**src/rtl/frd_pkg.sv**
```systemverilog
// Package: shared constants and elaboration-time helpers for the frame rate
// detector. Assumes reference frequencies below a few GHz (longint math).
package frd_pkg;

    localparam int NUM_BUCKETS = 12;
    localparam int BKT_W       = 4;
    localparam logic [BKT_W-1:0] BKT_NONE = 4'hF;

    // Upper edge of each band in units of 10 Hz (index 0 is the fastest band).
    function automatic longint band_hi_10hz(input int idx);
        case (idx)
            0: return 77568;  1: return 38784;  2: return 19392;
            3: return 9696;   4: return 4848;   5: return 3232;
            6: return 2424;   7: return 1616;   8: return 1212;
            9: return 808;   10: return 485;   default: return 303;
        endcase
    endfunction

    // Lower edge of each band in units of 10 Hz.
    function automatic longint band_lo_10hz(input int idx);
        case (idx)
            0: return 69854;  1: return 34927;  2: return 17464;
            3: return 8732;   4: return 4366;   5: return 2911;
            6: return 2183;   7: return 1455;   8: return 1091;
            9: return 728;   10: return 437;   default: return 273;
        endcase
    endfunction

    // Shortest accepted period in reference cycles (rounded up).
    function automatic int band_min_period(input longint ref_hz, input int idx);
        longint d;
        d = band_hi_10hz(idx) * 10;
        return int'((ref_hz + d - 1) / d);
    endfunction

    // Longest accepted period in reference cycles (rounded down).
    function automatic int band_max_period(input longint ref_hz, input int idx);
        return int'(ref_hz / (band_lo_10hz(idx) * 10));
    endfunction

    // Ratios giving the best noise and power behaviour.
    function automatic logic ratio_is_preferred(input int unsigned r);
        case (r)
            16, 20, 24, 32, 40, 48, 64, 96,
            128, 256, 512, 1024, 2048: return 1'b1;
            default:                   return 1'b0;
        endcase
    endfunction

endpackage

```
**src/rtl/frd_sync_edge.sv**
```systemverilog
// Synchroniser plus rising-edge detector. Brings an asynchronous input into
// the reference domain through STAGES flops; rise pulses for one cycle.
// Assumes the input stays high and low for at least two reference cycles.
module frd_sync_edge #(
    parameter int STAGES = 2
) (
    input  logic clk,
    input  logic rst_n,
    input  logic din,
    output logic rise
);
    logic [STAGES-1:0] pipe;
    logic              last;

    // Shift the input through the synchroniser and keep the previous level.
    always_ff @(posedge clk) begin
        if (!rst_n) begin
            pipe <= '0;
            last <= 1'b0;
        end else begin
            pipe <= {pipe[STAGES-2:0], din};
            last <= pipe[STAGES-1];
        end
    end

    assign rise = pipe[STAGES-1] & ~last;
endmodule

```
**src/rtl/frd_meter.sv**
```systemverilog
// Frame meter: counts reference cycles and bit-clock edges between frame-sync
// edges. Emits meas_stb with the last frame's counts, or tmo when the frame
// sync goes silent for TIMEOUT cycles. Assumes edge inputs are one-cycle pulses.
module frd_meter #(
    parameter int PER_W   = 15,
    parameter int RATIO_W = 12,
    parameter int TIMEOUT = 20254
) (
    input  logic               clk,
    input  logic               rst_n,
    input  logic               fs_rise,
    input  logic               bc_rise,
    output logic               meas_stb,
    output logic               tmo,
    output logic [PER_W-1:0]   period,
    output logic [RATIO_W-1:0] ratio
);
    localparam logic [PER_W-1:0]   PER_LIMIT = PER_W'(TIMEOUT);
    localparam logic [RATIO_W-1:0] RAT_SAT   = '1;

    logic [PER_W-1:0]   per_cnt;
    logic [RATIO_W-1:0] bc_cnt;
    logic               armed;

    // Count each frame, hand over the counts at the next frame edge.
    always_ff @(posedge clk) begin
        if (!rst_n) begin
            per_cnt  <= '0;
            bc_cnt   <= '0;
            armed    <= 1'b0;
            meas_stb <= 1'b0;
            tmo      <= 1'b0;
            period   <= '0;
            ratio    <= '0;
        end else begin
            meas_stb <= 1'b0;
            tmo      <= 1'b0;
            if (fs_rise) begin
                if (armed) begin
                    meas_stb <= 1'b1;
                    period   <= per_cnt;
                    ratio    <= bc_cnt;
                end
                armed   <= 1'b1;
                per_cnt <= PER_W'(1);
                bc_cnt  <= bc_rise ? RATIO_W'(1) : '0;
            end else begin
                if (per_cnt != PER_LIMIT) begin
                    per_cnt <= per_cnt + 1'b1;
                end else if (armed) begin
                    tmo   <= 1'b1;
                    armed <= 1'b0;
                end
                if (bc_rise && bc_cnt != RAT_SAT) begin
                    bc_cnt <= bc_cnt + 1'b1;
                end
            end
        end
    end
endmodule

```
**src/rtl/frd_classify.sv**
```systemverilog
// Classifier: matches a measured period against every band's precomputed
// limits and checks the ratio range and preferred list. Purely combinational.
// Assumes the bands do not overlap at the chosen reference frequency.
module frd_classify #(
    parameter longint REF_HZ    = 49_152_000,
    parameter int     PER_W     = 15,
    parameter int     RATIO_W   = 12,
    parameter int     RATIO_MIN = 16,
    parameter int     RATIO_MAX = 2048
) (
    input  logic [PER_W-1:0]          period,
    input  logic [RATIO_W-1:0]        ratio,
    output logic [frd_pkg::BKT_W-1:0] bucket,
    output logic                      in_bucket,
    output logic                      ratio_ok,
    output logic                      ratio_pref
);
    import frd_pkg::*;

    localparam logic [RATIO_W-1:0] RMIN = RATIO_W'(RATIO_MIN);
    localparam logic [RATIO_W-1:0] RMAX = RATIO_W'(RATIO_MAX);

    logic [NUM_BUCKETS-1:0] hit;

    // One window comparator per band.
    for (genvar i = 0; i < NUM_BUCKETS; i++) begin : g_band
        localparam logic [PER_W-1:0] LO = PER_W'(band_min_period(REF_HZ, i));
        localparam logic [PER_W-1:0] HI = PER_W'(band_max_period(REF_HZ, i));
        assign hit[i] = (period >= LO) && (period <= HI);
    end

    // Encode the matching band, none if no comparator fired.
    always_comb begin
        bucket = BKT_NONE;
        for (int i = 0; i < NUM_BUCKETS; i++) begin
            if (hit[i]) bucket = BKT_W'(i);
        end
    end

    assign in_bucket  = |hit;
    assign ratio_ok   = (ratio >= RMIN) && (ratio <= RMAX);
    assign ratio_pref = ratio_is_preferred(32'(ratio));
endmodule

```
**src/rtl/frd_lock.sv**
```systemverilog
// Result register and lock tracker: latches each classified measurement,
// counts consecutive identical valid results, and clears on timeout.
module frd_lock #(
    parameter int RATIO_W     = 12,
    parameter int LOCK_FRAMES = 4
) (
    input  logic                      clk,
    input  logic                      rst_n,
    input  logic                      meas_stb,
    input  logic                      tmo,
    input  logic [frd_pkg::BKT_W-1:0] bucket_in,
    input  logic                      in_bucket,
    input  logic [RATIO_W-1:0]        ratio_in,
    input  logic                      ratio_ok,
    input  logic                      ratio_pref,
    output logic [frd_pkg::BKT_W-1:0] rate_bucket,
    output logic [RATIO_W-1:0]        bclk_ratio,
    output logic                      rate_valid,
    output logic                      ratio_preferred,
    output logic                      locked
);
    import frd_pkg::*;

    localparam int CW = $clog2(LOCK_FRAMES + 1);
    localparam logic [CW-1:0] LOCK_CNT = CW'(LOCK_FRAMES);

    logic [CW-1:0] run_cnt, run_nxt;
    logic          cur_ok, same;

    // Work out the run length of matching valid results.
    always_comb begin
        cur_ok = in_bucket && ratio_ok;
        same   = rate_valid && (bucket_in == rate_bucket) && (ratio_in == bclk_ratio);
        if (!cur_ok)                run_nxt = '0;
        else if (!same)             run_nxt = CW'(1);
        else if (run_cnt == LOCK_CNT) run_nxt = run_cnt;
        else                        run_nxt = run_cnt + 1'b1;
    end

    // Register results on each measurement, clear them on timeout.
    always_ff @(posedge clk) begin
        if (!rst_n || tmo) begin
            rate_bucket     <= BKT_NONE;
            bclk_ratio      <= '0;
            rate_valid      <= 1'b0;
            ratio_preferred <= 1'b0;
            locked          <= 1'b0;
            run_cnt         <= '0;
        end else if (meas_stb) begin
            rate_bucket     <= in_bucket ? bucket_in : BKT_NONE;
            bclk_ratio      <= ratio_in;
            rate_valid      <= cur_ok;
            ratio_preferred <= cur_ok && ratio_pref;
            locked          <= (run_nxt == LOCK_CNT);
            run_cnt         <= run_nxt;
        end
    end
endmodule

```
**src/rtl/frame_rate_detect.sv**
```systemverilog
// Top: audio frame rate and bit-clock ratio auto-detector. Synchronises the
// frame sync and bit clock, measures each frame, classifies it and tracks
// lock. Assumes clk runs at REF_HZ and at least 4x the fastest bit clock.
module frame_rate_detect #(
    parameter longint REF_HZ      = 49_152_000,
    parameter int     RATIO_W     = 12,
    parameter int     LOCK_FRAMES = 4,
    parameter int     SYNC_STAGES = 2
) (
    input  logic               clk,
    input  logic               rst_n,
    input  logic               fsync_in,
    input  logic               bclk_in,
    output logic [3:0]         rate_bucket,
    output logic [RATIO_W-1:0] bclk_ratio,
    output logic               rate_valid,
    output logic               ratio_preferred,
    output logic               locked
);
    import frd_pkg::*;

    localparam int SLOW_MAX = band_max_period(REF_HZ, NUM_BUCKETS - 1);
    localparam int TIMEOUT  = SLOW_MAX + SLOW_MAX / 8;
    localparam int PER_W    = $clog2(TIMEOUT + 1);

    logic               fs_rise, bc_rise;
    logic               meas_stb, tmo_pulse;
    logic [PER_W-1:0]   meas_period;
    logic [RATIO_W-1:0] meas_ratio;
    logic [BKT_W-1:0]   cls_bucket;
    logic               cls_in, cls_ok, cls_pref;

    frd_sync_edge #(.STAGES(SYNC_STAGES)) u_fs_sync (
        .clk(clk), .rst_n(rst_n), .din(fsync_in), .rise(fs_rise));

    frd_sync_edge #(.STAGES(SYNC_STAGES)) u_bc_sync (
        .clk(clk), .rst_n(rst_n), .din(bclk_in), .rise(bc_rise));

    frd_meter #(.PER_W(PER_W), .RATIO_W(RATIO_W), .TIMEOUT(TIMEOUT)) u_meter (
        .clk(clk), .rst_n(rst_n), .fs_rise(fs_rise), .bc_rise(bc_rise),
        .meas_stb(meas_stb), .tmo(tmo_pulse),
        .period(meas_period), .ratio(meas_ratio));

    frd_classify #(.REF_HZ(REF_HZ), .PER_W(PER_W), .RATIO_W(RATIO_W)) u_classify (
        .period(meas_period), .ratio(meas_ratio), .bucket(cls_bucket),
        .in_bucket(cls_in), .ratio_ok(cls_ok), .ratio_pref(cls_pref));

    frd_lock #(.RATIO_W(RATIO_W), .LOCK_FRAMES(LOCK_FRAMES)) u_lock (
        .clk(clk), .rst_n(rst_n), .meas_stb(meas_stb), .tmo(tmo_pulse),
        .bucket_in(cls_bucket), .in_bucket(cls_in), .ratio_in(meas_ratio),
        .ratio_ok(cls_ok), .ratio_pref(cls_pref),
        .rate_bucket(rate_bucket), .bclk_ratio(bclk_ratio),
        .rate_valid(rate_valid), .ratio_preferred(ratio_preferred),
        .locked(locked));
endmodule

```
**config.mk**
```make
export PLATFORM = sky130hd
export DESIGN_NAME = frame_rate_detect
export DESIGN_NICKNAME = d
export VERILOG_FILES = /design/src/rtl/frd_pkg.sv /design/src/rtl/frd_sync_edge.sv /design/src/rtl/frd_meter.sv /design/src/rtl/frd_classify.sv /design/src/rtl/frd_lock.sv /design/src/rtl/frame_rate_detect.sv
export SDC_FILE = /design/constraint.sdc
export NUM_CORES = 1
export LEC_CHECK = 0
export BUFFER_PORTS_ARGS = -buffer_cell sky130_fd_sc_hd__buf_2
export CORE_AREA = 10 10 105 154
export DETAILED_ROUTE_END_ITERATION = 8
export DIE_AREA = 0 0 115 164
export HOLD_SLACK_MARGIN = 0.05
export PLACE_DENSITY = 0.49
export SLEW_MARGIN = 20
export SYNTH_ARGS = -nofsm -noshare
export SYNTH_HDL_FRONTEND = slang
export SYNTH_SLANG_ARGS = --single-unit
```
**constraint.sdc**
```tcl
create_clock -name clk -period 2.88 [get_ports clk]
set_input_delay 0.144 -clock clk [delete_from_list [all_inputs] [get_ports clk]]
set_output_delay 0.144 -clock clk [all_outputs]
set_load 0.1 [all_outputs]
```
### Yosys cells after proc, flatten, opt, wreduce, memory -nomap -nowiden

Cells that the tools add are included.

| storage, ports and cells | value |
|---|---|
| register bits after elaboration | 85 |
| bits of input ports | 4 |
| output and inout bits | 19 |
| word-level logic and storage cells | 125 |

| cells by class | value |
|---|---|
| add/subtract/negate cells | 3 |
| magnitude comparators | 26 |
| eq/ne operators | 20 |
| muxes and demuxes | 25 |
| bitwise operators | 5 |
| reductions and logical operators | 28 |

Operators with widths:

| kind | number |
|---|---|
| 2-to-1 mux 4 bit | 13 |
| equality test 12 x 5 -> 1 bit, second input constant | 3 |
| equality test 12 x 6 -> 1 bit, second input constant | 3 |
| greater-or-equal comparator 15 x 11 -> 1 bit, second input constant | 2 |
| greater-or-equal comparator 15 x 12 -> 1 bit, second input constant | 2 |
| greater-or-equal comparator 15 x 14 -> 1 bit, second input constant | 2 |
| greater-or-equal comparator 15 x 7 -> 1 bit, second input constant | 2 |
| <= comparator 15 x 11 -> 1 bit, second input constant | 2 |
| <= comparator 15 x 12 -> 1 bit, second input constant | 2 |
| <= comparator 15 x 13 -> 1 bit, second input constant | 2 |
| equality test 12 x 7 -> 1 bit, second input constant | 2 |
| 2-to-1 mux 12 bit | 2 |
| logical AND 1 bit | 18 |
| adder 15 x 1 -> 15 bit, second input constant | 1 |
| greater-or-equal comparator 15 x 10 -> 1 bit, second input constant | 1 |
| greater-or-equal comparator 15 x 13 -> 1 bit, second input constant | 1 |
| greater-or-equal comparator 15 x 8 -> 1 bit, second input constant | 1 |
| greater-or-equal comparator 15 x 9 -> 1 bit, second input constant | 1 |
| <= comparator 15 x 10 -> 1 bit, second input constant | 1 |
| <= comparator 15 x 14 -> 1 bit, second input constant | 1 |
| <= comparator 15 bit, second input constant | 1 |
| <= comparator 15 x 7 -> 1 bit, second input constant | 1 |
| <= comparator 15 x 8 -> 1 bit, second input constant | 1 |
| <= comparator 15 x 9 -> 1 bit, second input constant | 1 |
| 27 further kinds | 41 |

### Logic depth before layout (Yosys ltp)

| depth | value |
|---|---|
| depth in word-level cells | 20 |
| gate-level depth with buffers | 10 |
| mapped depth without buffers | 10 |

### Cells and area by module

From an unflattened synthesis, not the netlist that was laid out.

| second synthesis, totals | value |
|---|---|
| cells, all modules | 581 |
| area total of the unflattened synthesis | 4759.6 um2 |

By module, submodules not included:

| module | times used | cells each | area an instance (um2) | seq. area each (um2) |
|---|---|---|---|---|
| frd_meter | 1 | 280 | 2387.3 | 1141.1 |
| frd_classify | 1 | 171 | 1107.3 | 0.0 |
| frd_lock | 1 | 116 | 1079.8 | 440.4 |
| frd_sync_edge | 2 | 7 | 92.6 | 60.1 |

### Worst setup path after synthesis

Ideal clock, no wire load.

| timing | value |
|---|---|
| path type | register to register |
| start | register u_lock.bclk_ratio[1] |
| end | register u_lock.run_cnt[0] |
| library setup time | 0.116 ns |
| arrival | 2.351 ns |
| required time | 2.764 ns |
| slack | 0.413 ns |
| cell stages (with the launch flop) | 8 |
| buffers on the path | 0 |
| clock period less this slack | 2.467 ns |
| cells stage by stage | dfxtp_1 xor2_1 nor4_1 nand3_1 nor3_1 nor3b_1 o2111ai_2 a31o_1 |

| on the way | value |
|---|---|
| cells in the longest elaborated chain, start to end | 4 |

Ends and longest elaborated chain:

| what | RTL line | text |
|---|---|---|
| start: declaration | frd_lock.sv:17 | `output logic [RATIO_W-1:0] bclk_ratio,` |
| start signal: assignment | frd_lock.sv:51 | `bclk_ratio <= ratio_in;` |
| equality test 12 bit | frd_lock.sv:33 | `same = rate_valid && (bucket_in == rate_bucket) && (ratio_in == bclk_ratio);` |
| logical AND 1 bit | frd_lock.sv:33 |  |
| 2-to-1 mux 3 bit | frd_lock.sv:35 | `else if (!same) run_nxt = CW'(1);` |
| 2-to-1 mux 3 bit | frd_lock.sv:34 | `if (!cur_ok) run_nxt = '0;` |
| end signal: assignment | frd_lock.sv:55 | `run_cnt <= run_nxt;` |
| end: declaration | frd_lock.sv:27 | `logic [CW-1:0] run_cnt, run_nxt;` |

No other way between the ends.
A chain may end at the register's enable or synchronous reset.

### Worst setup path after layout

| timing | value |
|---|---|
| start | register u_meter.period[7] |
| end | register u_lock.run_cnt[0] |

| on the way | value |
|---|---|
| cells in the longest elaborated chain, start to end | 19 |
| elaborated cells on any way between the ends | 55 |
| classes of those cells | 24 x order compare; 1 x eq/ne; 14 x mux; 16 x reduce/logical |

Ends and longest elaborated chain:

| what | RTL line | text |
|---|---|---|
| start: declaration | frd_meter.sv:15 | `output logic [PER_W-1:0] period,` |
| start signal: assignment | frd_meter.sv:41 | `period <= per_cnt;` |
| greater-or-equal comparator 15 x 7 -> 1 bit / <= comparator 15 x 7 -> 1 bit (equally long branches) | frd_classify.sv:29 | `assign hit[i] = (period >= LO) && (period <= HI);` |
| logical AND 1 bit | frd_classify.sv:29 |  |
| 2-to-1 mux 4 bit (12 in a row) | frd_classify.sv:36 | `if (hit[i]) bucket = BKT_W'(i);` |
| equality test 4 bit | frd_lock.sv:33 |  |
| logical AND 1 bit (2 in a row) | frd_lock.sv:33 |  |
| 2-to-1 mux 3 bit | frd_lock.sv:35 |  |
| 2-to-1 mux 3 bit (*) | frd_lock.sv:34 |  |

Mark *: on every way between the ends. The rest lies on a longest branch, timed or not.

==> flow_metrics.tcl <==
set metrics [dict create \
    synthArstFlopShare 0 \
    dpl_cell_area_um2 4925 \
    report.final.slew_viol_count 0 \
    vdd.ir_drop.worst_mv 0.3104 \
    timing.setup.tns_ns 0 \
    yosysSeqAreaShare 0.3691 \
    track_usage 0.1275 \
    fin_area_um2 5253 \
    max_freq_ghz 0.3691 \
    ys_types 63 \
    hold_class "input pin to register" \
    slowest_delay_ns 0.43 \
    ant_nets 0 \
    worstPathArrival_ns 2.94 \
    final_layout_size_suffix_gt1_frac 0.1102 \
    final_common_cell "nand2_1" \
    vias 4086 \
    clk_path_buf_depth 2 \
    start_util 0.3440 \
    finalSetupViolCount 0 \
    final_cells 761 \
    wl_um 11710 \
    die_h_um 164 \
    portBuffers 22 \
    worst_slew_pin_slew_ns 0.8840 \
    path_buf_inv 1 \
    status "finished, final reports clean" \
    synth.avg_cell_area_um2 7.949 \
    syn-cell-area_um2 4611 \
    globalRoute.totalOverflow 0 \
    critPathCaptureType "register" \
    synthTopCellsByArea "dfxtp_1 37%, nand2_1 8.0%, a21boi_0 4.7%" \
    cp_top_family "simple AND/OR/NAND/NOR gates" \
    ys.flop_type "dfxtp_1" \
    fin_crit_sh 0.9408 \
    grt_pass1_wl_um 19740 \
    ctsHtreeMaxLevel 3 \
    startpoint_type "register" \
    fin_ws_ns 0.1704 \
    final_util 0.3919 \
    crit_top_cell "nand3_1" \
    path_class "register to register" \
    detailed_place_hpwl_um 8699 \
    via_per_inst 5.369 \
    clk_latency_ns 0.34 \
    cts_tree "built" \
    die_area_um2 18860 \
    p_leak_nw 1.849 \
    cp.required_ns 3.12 \
    yosysWarnings 0 \
    path_max_fanout 16 \
    synthCells 580 \
    num-nets-final 604 \
    clkSlewWorstSetupHoldPaths_ns 0.06 \
    die_w_um 115 \
    power_density_nw_per_um2 459.6 \
    synth_top_area_share 0.3691 \
    place.gp.congestion 0.8480 \
    relSlewSlack 0.4092 \
    synth_top_area_cell "dfxtp_1" \
    postCtsSetupBuffers 0 \
    layout_min_cycle_time_ns 2.710 \
    synth-seq-cells 85 \
    wl_per_cell_um 15.38 \
    power_mw 2.414 \
    antenna_found_initial 0 \
    synth_nets 589 \
    dr.first_iter.drc_count 227 \
    diodes 0 \
    final_cell_mix "98 x nand2_1, 82 x dfxtp_1, 54 x nor2_1, 29 x a21boi_0, 27 x nand3_1" \
    cts_root_buffer "clkbuf_16" \
    place_inst 744 \
    finalHoldViolCount 0 \
    finClkSkew_ns 0.01070 \
    grt_max_degree 40 \
    core_area_um2 13400 \
    whs_ns 0.2591 \
    num_rows 52 \
    drv_cap 0 \
    cts_made_buffers 9 \
    synth_edf_count 0 \
    path_cells "buf_4 -> or3_1 -> nor4b_1 -> nand3_1 -> nand3_1 -> nor3_1 -> nor3b_1 -> o2111ai_2 -> a31o_1" \
    drc 0 \
    area_delta_synth_final_pct 13.92 \
    io_pins 23 \
    dpl_worst_slack_ns 0.1346 \
    slowest_stage "or3_1" \
    grt_pass1_vias 3908 \
    drt_first_pass_iters 4 \
    cts.sinks 85 \
    rsz0062_at_grt "false" \
]
==> per-layer routing <==
| metal | track usage | up-vias | wire length [um] |
|---|---|---|---|
| met4 | 0.06546 | 0 | 364 |
| met2 | 0.2105 | 84 | 5661 |
| met5 | 0 | - | 0 |
| met3 | 0.02154 | 30 | 384 |
| li1 | - | 2081 | - |
| met1 | 0.1542 | 1891 | 5296 |
==> registers in the layout, summed over array words and instances (netlist names) <==
register                cells
u_meter.bc_cnt             12
u_lock.ratio_preferred      1
u_meter.period             15
u_meter.armed               1
u_fs_sync.last              1
u_meter.tmo                 1
u_lock.locked               1
u_bc_sync.pipe              2
u_meter.per_cnt            15
u_lock.run_cnt              3
u_lock.rate_valid           1
u_lock.rate_bucket          4
u_fs_sync.pipe              2
u_lock.bclk_ratio          12
u_bc_sync.last              1
u_meter.ratio              12
u_meter.meas_stb            1
==> area by class of cell <==
type                            instances  area (um^2)
Clock buffer                            9        225.2
Tap cell                              162        202.7
Sequential cell                        85         1705
Inverter                               15        56.30
Clock inverter                          6        72.57
Timing Repair Buffer                   43        285.3
Fill cell                            1384         8150
Multi-Input combinational cell        441         2705
==> tightest hold or removal path: stages <==
cell and delay [ns]:
buf_2 0.12, nor2b_1 0.22, nand2_1 0.08
==> kinds of logic after synthesis <==
logic type / after synthesis / synth area share
compound gates: 111 / 0.1745
mux: 16 / 0.03473
flops: 85 / 0.3691
xor+xnor: 36 / 0.06838
buf+inv: 54 / 0.04559
simple gates: 273 / 0.2942
fa+ha+maj: 5 / 0.01357
==> power by group <==
part           internal [mW]  switching, mW
clock                  0.675          0.496
sequential              1.18        0.00720
combinational         0.0199         0.0331
total                   1.88          0.536
==> cells in the mapped netlist, drive strengths merged (11+ instances only) <==
master,n
a21boi,30
a21oi,11
a31oi,11
and2,12
clkbuf,29
dfxtp,85
inv,15
mux2i,16
nand2,98
nand3,27
nand4,11
nor2,54
nor3,14
o21ai,17
xnor2,17
xor2,19
==> final timing paths <==
kind	startpoint	endpoint	slack, ns	cells past startpoint
worst max register to register	u_meter.period[7]$_SDFFE_PN0P_	u_lock.run_cnt[0]$_SDFFE_PP0P_	0.17	9
worst min register to register	u_fs_sync.pipe[0]$_SDFF_PN0_	u_fs_sync.pipe[1]$_SDFF_PN0_	0.43	1
worst max-delay path	u_meter.period[7]$_SDFFE_PN0P_	u_lock.run_cnt[0]$_SDFFE_PP0P_	0.17	9
worst min-delay path	rst_n	u_lock.rate_bucket[1]$_SDFFE_PP1P_	0.26	3
==> timing repair <==
action                                 CTS  global route
hold buffers                             2             0
setup endpoints to repair                0             2
endpoints found under the hold margin    2             0
resized for setup                        0             4
Power figures use the tool's default switching activity.
